<file path="src/rtl/ag_pkg.sv">
package ag_pkg;
  typedef enum logic [2:0] {
    AM_IND  = 3'd0,
    AM_POST = 3'd1,
    AM_PRE  = 3'd2,
    AM_DISP = 3'd3,
    AM_ABSW = 3'd4,
    AM_ABSL = 3'd5,
    AM_PCD  = 3'd6,
    AM_RSV  = 3'd7
  } am_e;

  typedef enum logic [1:0] {
    SZ_B = 2'd0,
    SZ_W = 2'd1,
    SZ_L = 2'd2,
    SZ_X = 2'd3
  } sz_e;
endpackage

</file>
<file path="src/rtl/ag_step.sv">
// Auto-modify step: operand size in bytes, widened for byte stack access.
module ag_step #(
  parameter int AW     = 32,
  parameter int RW     = 3,
  parameter int SP_IDX = 7
) (
  input  logic [RW-1:0] reg_sel,
  input  logic [1:0]    op_size,
  output logic [AW-1:0] step
);
  import ag_pkg::*;
  localparam logic [RW-1:0] SP_SEL = RW'(SP_IDX);

  sz_e sz;
  assign sz = sz_e'(op_size);

  always_comb begin
    case (sz)
      SZ_B:    step = (reg_sel == SP_SEL) ? AW'(2) : AW'(1);
      SZ_W:    step = AW'(2);
      default: step = AW'(4);
    endcase
  end
endmodule

</file>
<file path="src/rtl/ag_calc.sv">
// Combinational address and write-back value selection.
module ag_calc #(
  parameter int AW = 32,
  parameter int EW = 16
) (
  input  logic [2:0]    mode,
  input  logic [AW-1:0] areg_val,
  input  logic [AW-1:0] pc_val,
  input  logic [EW-1:0] ext_hi,
  input  logic [EW-1:0] ext_lo,
  input  logic [AW-1:0] step,
  output logic [AW-1:0] addr_n,
  output logic [AW-1:0] wbd_n,
  output logic          wb_hit,
  output logic          ok
);
  import ag_pkg::*;
  localparam int XW = AW - EW;

  logic [AW-1:0] sext, inc, dec;
  am_e m;

  assign m    = am_e'(mode);
  assign sext = {{XW{ext_hi[EW-1]}}, ext_hi};
  assign inc  = areg_val + step;
  assign dec  = areg_val - step;

  always_comb begin
    addr_n = '0;
    wbd_n  = inc;
    wb_hit = 1'b0;
    ok     = 1'b1;
    case (m)
      AM_IND:  addr_n = areg_val;
      AM_POST: begin addr_n = areg_val; wbd_n = inc; wb_hit = 1'b1; end
      AM_PRE:  begin addr_n = dec;      wbd_n = dec; wb_hit = 1'b1; end
      AM_DISP: addr_n = areg_val + sext;
      AM_ABSW: addr_n = sext;
      AM_ABSL: addr_n = AW'({ext_hi, ext_lo});
      AM_PCD:  addr_n = pc_val + sext;
      default: ok = 1'b0;
    endcase
  end
endmodule

</file>
<file path="src/rtl/ag_simple_agen.sv">
module ag_simple_agen #(
  parameter int AW     = 32,
  parameter int EW     = 16,
  parameter int RW     = 3,
  parameter int SP_IDX = 7
) (
  input  logic          clk,
  input  logic          rst_n,
  input  logic          req,
  input  logic [2:0]    mode,
  input  logic [RW-1:0] reg_sel,
  input  logic [1:0]    op_size,
  input  logic [AW-1:0] areg_val,
  input  logic [AW-1:0] pc_val,
  input  logic [EW-1:0] ext_hi,
  input  logic [EW-1:0] ext_lo,
  output logic          addr_valid,
  output logic [AW-1:0] addr,
  output logic          wb_en,
  output logic [RW-1:0] wb_reg,
  output logic [AW-1:0] wb_data
);
  logic [AW-1:0] step, addr_n, wbd_n;
  logic          wb_hit, ok;

  ag_step #(.AW(AW), .RW(RW), .SP_IDX(SP_IDX)) u_step (
    .reg_sel (reg_sel),
    .op_size (op_size),
    .step    (step)
  );

  ag_calc #(.AW(AW), .EW(EW)) u_calc (
    .mode     (mode),
    .areg_val (areg_val),
    .pc_val   (pc_val),
    .ext_hi   (ext_hi),
    .ext_lo   (ext_lo),
    .step     (step),
    .addr_n   (addr_n),
    .wbd_n    (wbd_n),
    .wb_hit   (wb_hit),
    .ok       (ok)
  );

  logic          addr_ce, wb_ce;
  logic          valid_d, wben_d;
  logic [AW-1:0] addr_d, wbd_d;
  logic [RW-1:0] wbr_d;

  always_comb begin
    addr_ce = req & ok;
    wb_ce   = req & wb_hit;
    valid_d = addr_ce;
    wben_d  = wb_ce;
    addr_d  = addr_ce ? addr_n  : addr;
    wbd_d   = wb_ce   ? wbd_n   : wb_data;
    wbr_d   = wb_ce   ? reg_sel : wb_reg;
  end

  always_ff @(posedge clk or negedge rst_n) begin
    if (!rst_n) begin
      addr_valid <= 1'b0;
      wb_en      <= 1'b0;
      addr       <= '0;
      wb_data    <= '0;
      wb_reg     <= '0;
    end else begin
      addr_valid <= valid_d;
      wb_en      <= wben_d;
      addr       <= addr_d;
      wb_data    <= wbd_d;
      wb_reg     <= wbr_d;
    end
  end
endmodule

</file>
<file path="config.mk">
export PLATFORM = sky130hd
export DESIGN_NAME = ag_simple_agen
export DESIGN_NICKNAME = d
export VERILOG_FILES = /design/src/rtl/ag_pkg.sv /design/src/rtl/ag_step.sv /design/src/rtl/ag_calc.sv /design/src/rtl/ag_simple_agen.sv
export SDC_FILE = /design/constraint.sdc
export NUM_CORES = 1
export LEC_CHECK = 0
export CAP_MARGIN = 20
export CORE_MARGIN = 10
export CORE_UTILIZATION = 66
export CTS_CLUSTER_DIAMETER = 150
export CTS_CLUSTER_SIZE = 14
export DETAILED_ROUTE_END_ITERATION = 7
export DONT_BUFFER_PORTS = 1
export PLACE_DENSITY = 0.82
export SYNTH_ARGS = -nofsm -noshare
export SYNTH_HDL_FRONTEND = slang
export SYNTH_SLANG_ARGS = --single-unit
</file>
<file path="constraint.sdc">
create_clock -name clk -period 2.3 [get_ports clk]
set_clock_uncertainty 0.15 [all_clocks]
set_input_delay 0.115 -clock clk [delete_from_list [all_inputs] [get_ports clk]]
set_output_delay 0.115 -clock clk [all_outputs]
set_load 0.01 [all_outputs]
</file>
==> results.yml, run 1 <==
sta:
  postGrtWorstEndpoint: "addr[18]$_DFFE_PN0P_/D"
  worst_path_end_type: "register data pin"
logic_synthesis:
  seq_area_frac_synth_pct: 25.2
  syn_area_per_cell_um2: 7.80
  synth.net_count: 1027
  ys_ff_latch: 69
  ys_dominant_reg_cell: "dfrtp_1"
  synth-async-reset-ratio_pct: 100
  synth_area_leaders: "dfrtp_1 25%, ha_1 6.7%, o21ai_0 6.0%"
  synth_top_area_cell: "dfrtp_1"
  synth_warnings: 0
  synthesis.area_um2: 6860
  synth_edf_count: 0
  synth.top_cell.area_share_pct: 25.2
  ys_types: 65
  syn_inst: 880
run_status:
  haltStage: "5_1_grt"
  firstError: "[ERROR DPL-0038] Utilization greater than 100%, impossible to legalize"
  outcome: "aborted with a tool error"
placed_design:
  dpl.hpwl_um: 21700
  dp.cells: 1094
  place.gp.congestion: 1.03
  portBuffers: 0
die:
  die_w_um: 122
  start_util_pct: 67.1
  die_h_um: 122
  io_pins: 176
  rows: 37
global_route:
  grt_start_max_net_pins: 70
clock_tree:
  htreeDepth: 3
  clk_path_buf_depth: 2
  cts.sinks: 69
  numCtsBuffers: 9
  root_buffer: "clkbuf_8"
-- cell usage after synthesis, drive strengths merged, types with 10 or more instances --
cell,count
xnor2,35
a21o,20
inv,19
a21oi,63
nand2,101
and3,10
ha,37
dfrtp,69
a31oi,18
mux2,31
o21ai,83
a221oi,21
xor2,25
clkbuf,60
nand3,26
nor3,22
nor2,72
-- what timing repair did --
item | CTS
setup endpoints to repair | 40
pin swaps | 74
cloned | 1
hold buffers | 70
hold endpoints to repair | 132
gates resized for setup | 76
setup buffers | 22
-- logic make-up after synthesis --
| kind of cell | after synthesis | share of synthesized area (%) |
|---|---|---|
| xor gates and xnor gates | 60 | 7.66 |
| AOI/OAI and AO/OA | 292 | 27.7 |
| DFF | 69 | 25.2 |
| and+or+nand+nor | 300 | 21.4 |
| muxes | 35 | 5.67 |
| adders and majority gates | 40 | 7.62 |
| buffers and inverters | 84 | 4.80 |
-- per-stage QoR --
stage                     area (µm²)  TNS [ns]  worst slack (ns)
after detailed placement        8160    -31.32             -1.00
after floorplan                 7220    -20.34             -1.03
after global placement          8160    -26.73            -0.902
after CTS                       9630    -10.12            -0.531
==> inputs of run 2 (changes only) <==
--- a/config.mk
+++ b/config.mk
@@ -7,12 +7,10 @@
 export LEC_CHECK = 0
 export CAP_MARGIN = 20
 export CORE_MARGIN = 10
-export CORE_UTILIZATION = 66
-export CTS_CLUSTER_DIAMETER = 150
-export CTS_CLUSTER_SIZE = 14
+export CORE_UTILIZATION = 40
 export DETAILED_ROUTE_END_ITERATION = 7
 export DONT_BUFFER_PORTS = 1
-export PLACE_DENSITY = 0.82
+export PLACE_DENSITY_LB_ADDON = 0.15
 export SYNTH_ARGS = -nofsm -noshare
 export SYNTH_HDL_FRONTEND = slang
 export SYNTH_SLANG_ARGS = --single-unit
==> results.yml, run 2 <==
logic_synthesis:
  syn_inst: 880
  synth_warnings: 0
  synthesis.area_um2: 6860
  syn_area_per_cell_um2: 7.80
  synth.top_cell.area_share_pct: 25.2
  synth.net_count: 1027
  synth_most_common_cell: "nand2_1"
  synth_edf_count: 0
  ys_ff_latch: 69
  synth_top_area_cell: "dfrtp_1"
  ys_types: 65
  synth-async-reset-ratio_pct: 100
  yosys-top-cells-count: "101 x nand2_1, 82 x o21ai_0, 72 x nor2_1, 69 x dfrtp_1, 63 x a21oi_1"
  seq_area_frac_synth_pct: 25.2
  ys_dominant_reg_cell: "dfrtp_1"
  synth_area_leaders: "dfrtp_1 25%, ha_1 6.7%, o21ai_0 6.0%"
global_route:
  grt_pass1_wl_um: 48400
  grt_use_total_pct: 27.7
  grt_pass1_vias: 7875
  grt_start_max_net_pins: 70
  overflow: 0
  antenna_found_initial: 4
die:
  placeableCoreArea_um2: 16700
  start_util_pct: 41.1
  rows: 47
  die_h_um: 151
  die_w_um: 151
  io_pins: 176
  die-area_um2: 22800
setup_path:
  path_max_fanout: 10
  crit_chain: "nand3b_1 -> buf_6 -> clkbuf_16 -> mux2_4 -> ha_4 -> and4_4 -> buf_6 -> and3_4 -> o211ai_1 -> buf_4 -> o211a_4 -> or2_4 -> xnor2_2 -> a221oi_2 -> nor2_1"
  cp_data_required_time_ns: 2.38
  cp_common_cell: "buf_6"
  crit_type: "input pin to flop"
  start_kind: "input pin"
  cp_slowest_cell: "mux2_4"
  critPathMaxStageDelay_ns: 0.31
  worstPathArrival_ns: 3.06
  timing.reg2reg.setup_slack_ns: 0.78
  endpoint_kind: "flop"
final_layout:
  final_common_cell: "buf_4"
  area_growth_pct: 53.6
  fin_nets: 1234
  final_cell_mix: "164 x buf_4, 92 x nand2_1, 69 x dfrtp_1, 69 x dlygate4sd3_1, 65 x nor2_1"
  layout-drive-gt1-share_pct: 35.9
route:
  vias_per_cell: 6.20
  ant_nets: 0
  routed_wl_um: 33300
  route.detailed.drc: 0
  vias: 8174
  drtPass1Iterations: 5
  drt_iter0_drc: 777
  wl_per_cell_um: 25.2
sta:
  final.setup.worst_slack_ns: -0.682
  rsz0062_at_grt: "true"
  hold_violations: 2
  finalSetupViolations: 43
  period_needed_ns: 2.98
  slew_viol_final: 0
  finalCritPeriodShare_pct: 130
  maxSlewHeadroom_pct: 39.5
  holdWs_ns: -0.0468
  tightest_slew_ns: 0.907
  max_freq_mhz: 335
placed_design:
  place.gp.congestion: 0.986
  dpl_worst_slack_ns: -0.993
  dpl.hpwl_um: 23500
  portBuffers: 0
power:
  p_leak_nw: 4.42
  power.density_nw_per_um2: 519
  ir_drop_mv: 0.385
run_status:
  outcome: "finished, violations left"
  violations: "hold timing, setup timing"
worst_hold_path:
  hp-class: "input pin to flop"
clock_tree:
  cts.sinks: 69
  numCtsBuffers: 9
  htreeDepth: 3
  insertion_delay_ns: 0.34
  clk_pin_slew_ns: 0.06
  clk_path_buf_depth: 2
  root_buffer: "clkbuf_16"
  cts_tree: "done"
run:
  maxCapViolations: 0
==> run 2: per-layer routing <==
layer | global-route usage, % | part of all wire, % | wire length (µm)
met1 | 36.9 | 41 | 13800
met2 | 41.5 | 44 | 14500
met3 | 8.53 | 12 | 3880
met4 | 9.53 | 3.3 | 1100
met5 | 0 | 0 | 0
==> run 2: logic make-up after synthesis <==
logic type | share of synthesized area, %
AND/OR/NAND/NOR | 21.4
AO/OA/AOI/OAI | 27.7
buffers and inverters | 4.80
flip-flops | 25.2
XOR/XNOR | 7.66
adder cells (fa/ha/maj) | 7.62
multiplexers | 5.67
==> run 2: cell type report <==
class | instances | area [µm²]
multi-input combinational | 727 | 5830
tap | 220 | 275
timing repair buffer | 261 | 2290
antenna | 6 | 15.0
fill | 1401 | 6160
inverter | 19 | 71.3
clock inverter | 3 | 67.6
clock buffer | 13 | 260
sequential | 69 | 1730
==> run 2: what timing repair did <==
item,in CTS,in global routing
gates cloned,0,1
hold buffers,70,0
gates resized for setup,70,101
pin swaps,26,86
buffers inserted,14,22
setup endpoints to repair,39,53
hold endpoints to repair,131,0
==> run 2: stage by stage <==
stage,utilization (%),cells,area [µm²],TNS (ns),power [mW]
after floorplan,-,880,7220,-20.34,2.78
after CTS,59.3,1293,9900,-10.46,5.29
final,63.1,1318,10500,-14.64,5.47
after detailed placement,50.3,1193,8390,-30.27,3.38
after global routing,63.1,1314,10500,-18.48,5.73
after global placement,50.3,1193,8390,-29.19,3.35
==> run 2: critical path, delay by kind of cell <==
| kind | cells | cell delay [ns] |
|---|---|---|
| buf+inv | 4 | 0.63 |
| xor+xnor | 1 | 0.15 |
| compound gates | 3 | 0.61 |
| fa+ha+maj | 1 | 0.28 |
| simple gates | 5 | 0.95 |
| mux | 1 | 0.31 |
==> run 2: path summary, 6_finish.rpt <==
check / start / end / cells past startpoint
worst max register to register: addr[1]$_DFFE_PN0P_ / addr[1]$_DFFE_PN0P_ / 3
worst min-delay path: areg_val[7] / addr[7]$_DFFE_PN0P_ / 3
worst max-delay path: mode[0] / addr[22]$_DFFE_PN0P_ / 15
worst min register to register: wb_reg[0]$_DFFE_PN0P_ / wb_reg[0]$_DFFE_PN0P_ / 2
min in group asynchronous: rst_n / wb_data[5]$_DFFE_PN0P_ / 2
max in group asynchronous: rst_n / addr[26]$_DFFE_PN0P_ / 2
==> run 2: report_power, final <==
part / internal, mW / switching, mW
Sequential: 1.44 / 0.308
Clock: 1.01 / 0.594
Combinational: 1.04 / 1.07
Note: power is estimated with default switching activity, not from simulation.
==> inputs of run 3 (changes only) <==
--- a/config.mk
+++ b/config.mk
@@ -14,3 +14,4 @@
 export SYNTH_ARGS = -nofsm -noshare
 export SYNTH_HDL_FRONTEND = slang
 export SYNTH_SLANG_ARGS = --single-unit
+export TNS_END_PERCENT = 50
==> results.yml, run 3 (same netlist as run 2, synthesis figures left out) <==
final_layout:
  final_cell_mix: "142 x buf_4, 99 x nand2_1, 69 x dfrtp_1"
  fill_cells: 1527
  layout-drive-gt1-share_pct: 30.7
  area_growth_pct: 44.2
  final_cells: 1276
  final_common_cell: "buf_4"
  final_cell_area_um2: 9890
  fin_nets: 1195
setup_path:
  rr_endpoint: "addr[31]$_DFFE_PN0P_"
  endpoint_kind: "flop"
  crit_type: "input pin to flop"
  r2r-start: "addr[31]$_DFFE_PN0P_"
  cp_data_required_time_ns: 2.42
  timing.reg2reg.setup_slack_ns: 0.78
  reg2reg_depth: 6
  path_max_fanout: 14
  start_kind: "input pin"
  worstPathArrival_ns: 3.00
placed_design:
  dp.cells: 1182
  dpl_cell_area_um2: 8210
  portBuffers: 0
  dpl.hpwl_um: 24500
  place.gp.congestion: 1.00
clock_tree:
  clk_pin_slew_ns: 0.06
  insertion_delay_ns: 0.34
  htreeDepth: 3
  cts.sinks: 69
  root_buffer: "clkbuf_16"
  cts_tree: "done"
  numCtsBuffers: 9
  clk_path_buf_depth: 2
sta:
  maxSlewHeadroom_pct: 52.6
  tightest_slew_ns: 0.711
  finalCritPeriodShare_pct: 126
  slew_viol_final: 0
  finalSetupViolations: 32
  hold_violations: 0
  period_needed_ns: 2.89
  rsz0062_at_grt: "true"
  final.setup.worst_slack_ns: -0.589
  max_freq_mhz: 346
route:
  vias_per_cell: 6.36
  drtPass1Iterations: 6
  drt_iter0_drc: 841
  route.detailed.drc: 0
  wl_per_cell_um: 26.0
  ant_nets: 0
  routed_wl_um: 33200
  vias: 8109
power:
  ir_drop_mv: 0.386
  p_switching_mw: 1.95
  power.density_nw_per_um2: 525
  internal_power_mw: 3.25
  sw_frac_of_total_pct: 37.5
  p_leak_nw: 4.12
  p_comb_share_pct: 38.7
  p_seq_share_pct: 33.9
  clkPwrFrac_pct: 27.3
die:
  die_h_um: 151
  rows: 47
  placeableCoreArea_um2: 16700
  die-area_um2: 22800
  start_util_pct: 41.1
  io_pins: 176
  die_w_um: 151
worst_hold_path:
  hp-class: "input pin to flop"
  min_from: "areg_val[21]"
  min_path_cells: 4
  whs_endpoint: "wb_data[23]$_DFFE_PN0P_"
global_route:
  antenna_found_initial: 8
  grt_pass1_wl_um: 48800
  grt_start_max_net_pins: 70
  overflow: 0
  grt_pass1_vias: 7679
  grt_use_total_pct: 28.1
run_status:
  outcome: "finished, violations left"
  violations: "setup timing"
run:
  maxCapViolations: 0
## run 3: power groups by stage
| stage | registers [mW] | clock network, mW | logic, mW |
|---|---|---|---|
| 4_1_cts | 1.77 | 1.42 | 1.82 |
| 2_1_floorplan | 1.69 | 0 | 1.07 |
| 6_report | 1.76 | 1.42 | 2.01 |
| 5_1_grt | 1.80 | 1.47 | 2.17 |
| 3_3_place_gp | 1.79 | 0 | 1.54 |
| 3_5_place_dp | 1.79 | 0 | 1.57 |
## run 3: worst max path at each step
stage | from | end | slack [ns]
after detailed placement | mode[0] | addr[29]$_DFFE_PN0P_ | -0.95
after floorplan | mode[0] | addr[20]$_DFFE_PN0P_ | -1.03
after CTS | mode[0] | addr[20]$_DFFE_PN0P_ | -0.55
final | mode[0] | addr[20]$_DFFE_PN0P_ | -0.59
after global routing | mode[0] | addr[29]$_DFFE_PN0P_ | -0.72
after global placement | mode[0] | addr[29]$_DFFE_PN0P_ | -0.90
## run 3: metal layers
metal	track usage, %	routed length (µm)
met1	38.0	13900
met4	8.04	812
met5	0	27
met2	41.8	14600
met3	9.01	3870
## run 3: through the flow
stage	setup slack (ns)	hold WS [ns]	TNS [ns]	power (mW)	util (%)
floorplan	-1.03	-0.331	-22.63	2.76	-
global placement	-0.901	-0.328	-32.16	3.33	49.2
detailed placement	-0.949	-0.328	-34.54	3.36	49.2
CTS	-0.554	0.000806	-10.35	5.01	56.5
global route	-0.715	0.0364	-14.65	5.44	59.2
finish	-0.589	0.00350	-10.32	5.19	59.2
## run 3: final cells by class
| type | instances | area [µm²] | share of cell area, % |
|---|---|---|---|
| clock inverters | 4 | 51.3 | 0.519 |
| diodes | 5 | 12.5 | 0.126 |
| repair buffers | 222 | 1940 | 19.6 |
| flip-flops and latches | 69 | 1730 | 17.5 |
| clock buffers | 10 | 229 | 2.31 |
| well taps | 220 | 275 | 2.78 |
| inverters | 19 | 71.3 | 0.721 |
| multi-input cells | 727 | 5590 | 56.5 |
## run 3: critical path, cell delays in order
cell      delay, ns
nand3b_1       0.18
buf_12         0.18
mux2_4         0.32
ha_4           0.18
fa_2           0.40
a211oi_2       0.21
nor2_2         0.07
o211ai_1       0.26
o211ai_1       0.20
a221o_1        0.39
a21o_1         0.17
nor3b_1        0.13
nor3_1         0.18
## run 3: what timing repair did
action,4_1_cts,5_1_grt
setup endpoints to repair,46,51
hold buffers,67,0
endpoints found under the hold margin,131,0
setup buffers,4,4
resized for setup,39,87
pin swaps,14,18
==> inputs of run 4 (changes only) <==
==> constraint.sdc (replaced) <==
create_clock -name clk -period 3.4 [get_ports clk]
set_clock_uncertainty 0.15 [all_clocks]
set_input_delay 0.17 -clock clk [delete_from_list [all_inputs] [get_ports clk]]
set_output_delay 0.17 -clock clk [all_outputs]
set_load 0.01 [all_outputs]
==> results.yml, run 4 (same netlist as run 2, synthesis figures left out) <==
worst_hold_path:
  min_from: "areg_val[12]"
  hp-class: "input pin to flop"
setup_path:
  setup.worst_path.start: "areg_val[0]"
  path_max_fanout: 6
  cp_common_cell: "dlygate4sd3_1"
  cp_slowest_cell: "dlygate4sd3_1"
  critPathMaxStageDelay_ns: 0.57
  worstPathArrival_ns: 3.33
  endpoint_kind: "flop"
  crit_buf_inv: 5
  path_delay_family: "buffers and inverters"
  r2r-start: "addr[1]$_DFFE_PN0P_"
  start_kind: "input pin"
  crit_type: "input pin to flop"
  crit_chain: "dlygate4sd3_1 -> inv_1 -> ha_2 -> fa_1 -> nor2b_1 -> or4_1 -> buf_4 -> nor3_4 -> buf_6 -> nand2_2 -> nor3_2 -> a31oi_1 -> xor2_1 -> dlygate4sd3_1 -> o21ai_1"
  cp_data_required_time_ns: 3.52
die:
  die_w_um: 151
  placeableCoreArea_um2: 16700
  die-area_um2: 22800
  rows: 47
  start_util_pct: 41.1
  die_h_um: 151
  io_pins: 176
route:
  route.detailed.drc: 0
  ant_nets: 0
  drt_iter0_drc: 768
  drtPass1Iterations: 8
  wl_per_cell_um: 25.6
  vias_per_cell: 6.30
  vias: 7457
  routed_wl_um: 30200
sta:
  rsz0062_at_grt: "false"
  holdWs_ns: 0.00527
  final.setup.worst_slack_ns: 0.194
  maxSlewHeadroom_pct: 36.4
  slew_viol_final: 0
  finalCritPeriodShare_pct: 94.3
  hold_violations: 0
  finalSetupViolations: 0
  tightest_slew_ns: 0.950
  max_freq_mhz: 312
  period_needed_ns: 3.21
placed_design:
  place.gp.congestion: 0.946
  dpl_worst_slack_ns: -0.0123
  dpl.hpwl_um: 22500
  dp.cells: 1098
  portBuffers: 0
power:
  p_leak_nw: 3.49
  power.total_mw: 3.26
  power.density_nw_per_um2: 386
  ir_drop_mv: 0.239
run_status:
  outcome: "finished clean"
clock_tree:
  insertion_delay_ns: 0.35
  postCtsSetupRepairBufs: 0
  cts_tree: "done"
  clk_pin_slew_ns: 0.06
  htreeDepth: 3
  cts.sinks: 69
  clk_path_buf_depth: 2
  numCtsBuffers: 9
  root_buffer: "clkbuf_16"
final_layout:
  final_cells: 1183
  fin_nets: 1101
  final_common_cell: "nand2_1"
  final_cell_mix: "100 x nand2_1, 80 x o21ai_0, 69 x nor2_1, 69 x dfrtp_1, 64 x dlygate4sd3_1"
  postLayoutCoreUtil_pct: 50.5
  area_growth_pct: 22.8
  layout-drive-gt1-share_pct: 14.7
global_route:
  grt_use_total_pct: 25.7
  grt_pass1_wl_um: 44500
  grt_pass1_vias: 7040
  antenna_found_initial: 4
  grt_start_max_net_pins: 70
  overflow: 0
run:
  maxCapViolations: 0
## run 4: worst reg2reg max path, cell delays in order (launching register included)
cell and delay, ns:
dfrtp_1 0.42, nor2_1 0.12, a41oi_1 0.05, dlygate4sd3_1 0.59
## run 4: metrics by stage
step / TNS [ns] / cell area [µm²]
CTS: 0 / 8390
global route: 0 / 8430
global placement: 0 / 7420
floorplan: 0 / 6940
detailed placement: -0.0123 / 7420
finish: 0 / 8430
## run 4: cell type report
type | count | area (µm²)
clock buffers | 11 | 243
fillers | 1644 | 8270
inverters | 19 | 71.3
diodes | 4 | 10.0
flip-flops and latches | 69 | 1730
well taps | 220 | 275
repair buffers | 128 | 1160
clock inverters | 5 | 60.1
multi-input cells | 727 | 4890
## run 4: final timing paths
check                                          endpoint  slack, ns  cells after the start
worst max-delay path            wb_data[20]$_DFFE_PN0P_       0.19                     15
worst min-delay path               addr[12]$_DFFE_PN0P_      0.005                      3
worst max register to register      addr[1]$_DFFE_PN0P_       1.95                      3
worst min register to register   wb_data[1]$_DFFE_PN0P_       0.40                      2
max in group asynchronous          addr[23]$_DFFE_PN0P_       2.55                      2
min in group asynchronous        wb_data[5]$_DFFE_PN0P_       0.24                      2
## run 4: per-layer routing
layer / routed length [µm] / GRT usage (%)
met5: 0 / 0
met3: 3650 / 8.92
met2: 12900 / 37.3
met4: 735 / 8.33
met1: 12900 / 34.7
## run 4: what timing repair did
action,in CTS,in global routing
hold endpoints to repair,124,0
setup endpoints to repair,0,3
hold buffers,65,0
resized for setup,0,9
## run 4: where the power goes
| group | internal (mW) | leakage, nW | total, mW | switching [mW] |
|---|---|---|---|---|
| Sequential | 0.976 | 0.830 | 1.19 | 0.213 |
| Combinational | 0.482 | 2.52 | 1.06 | 0.579 |
| Clock | 0.591 | 0.146 | 1.01 | 0.416 |
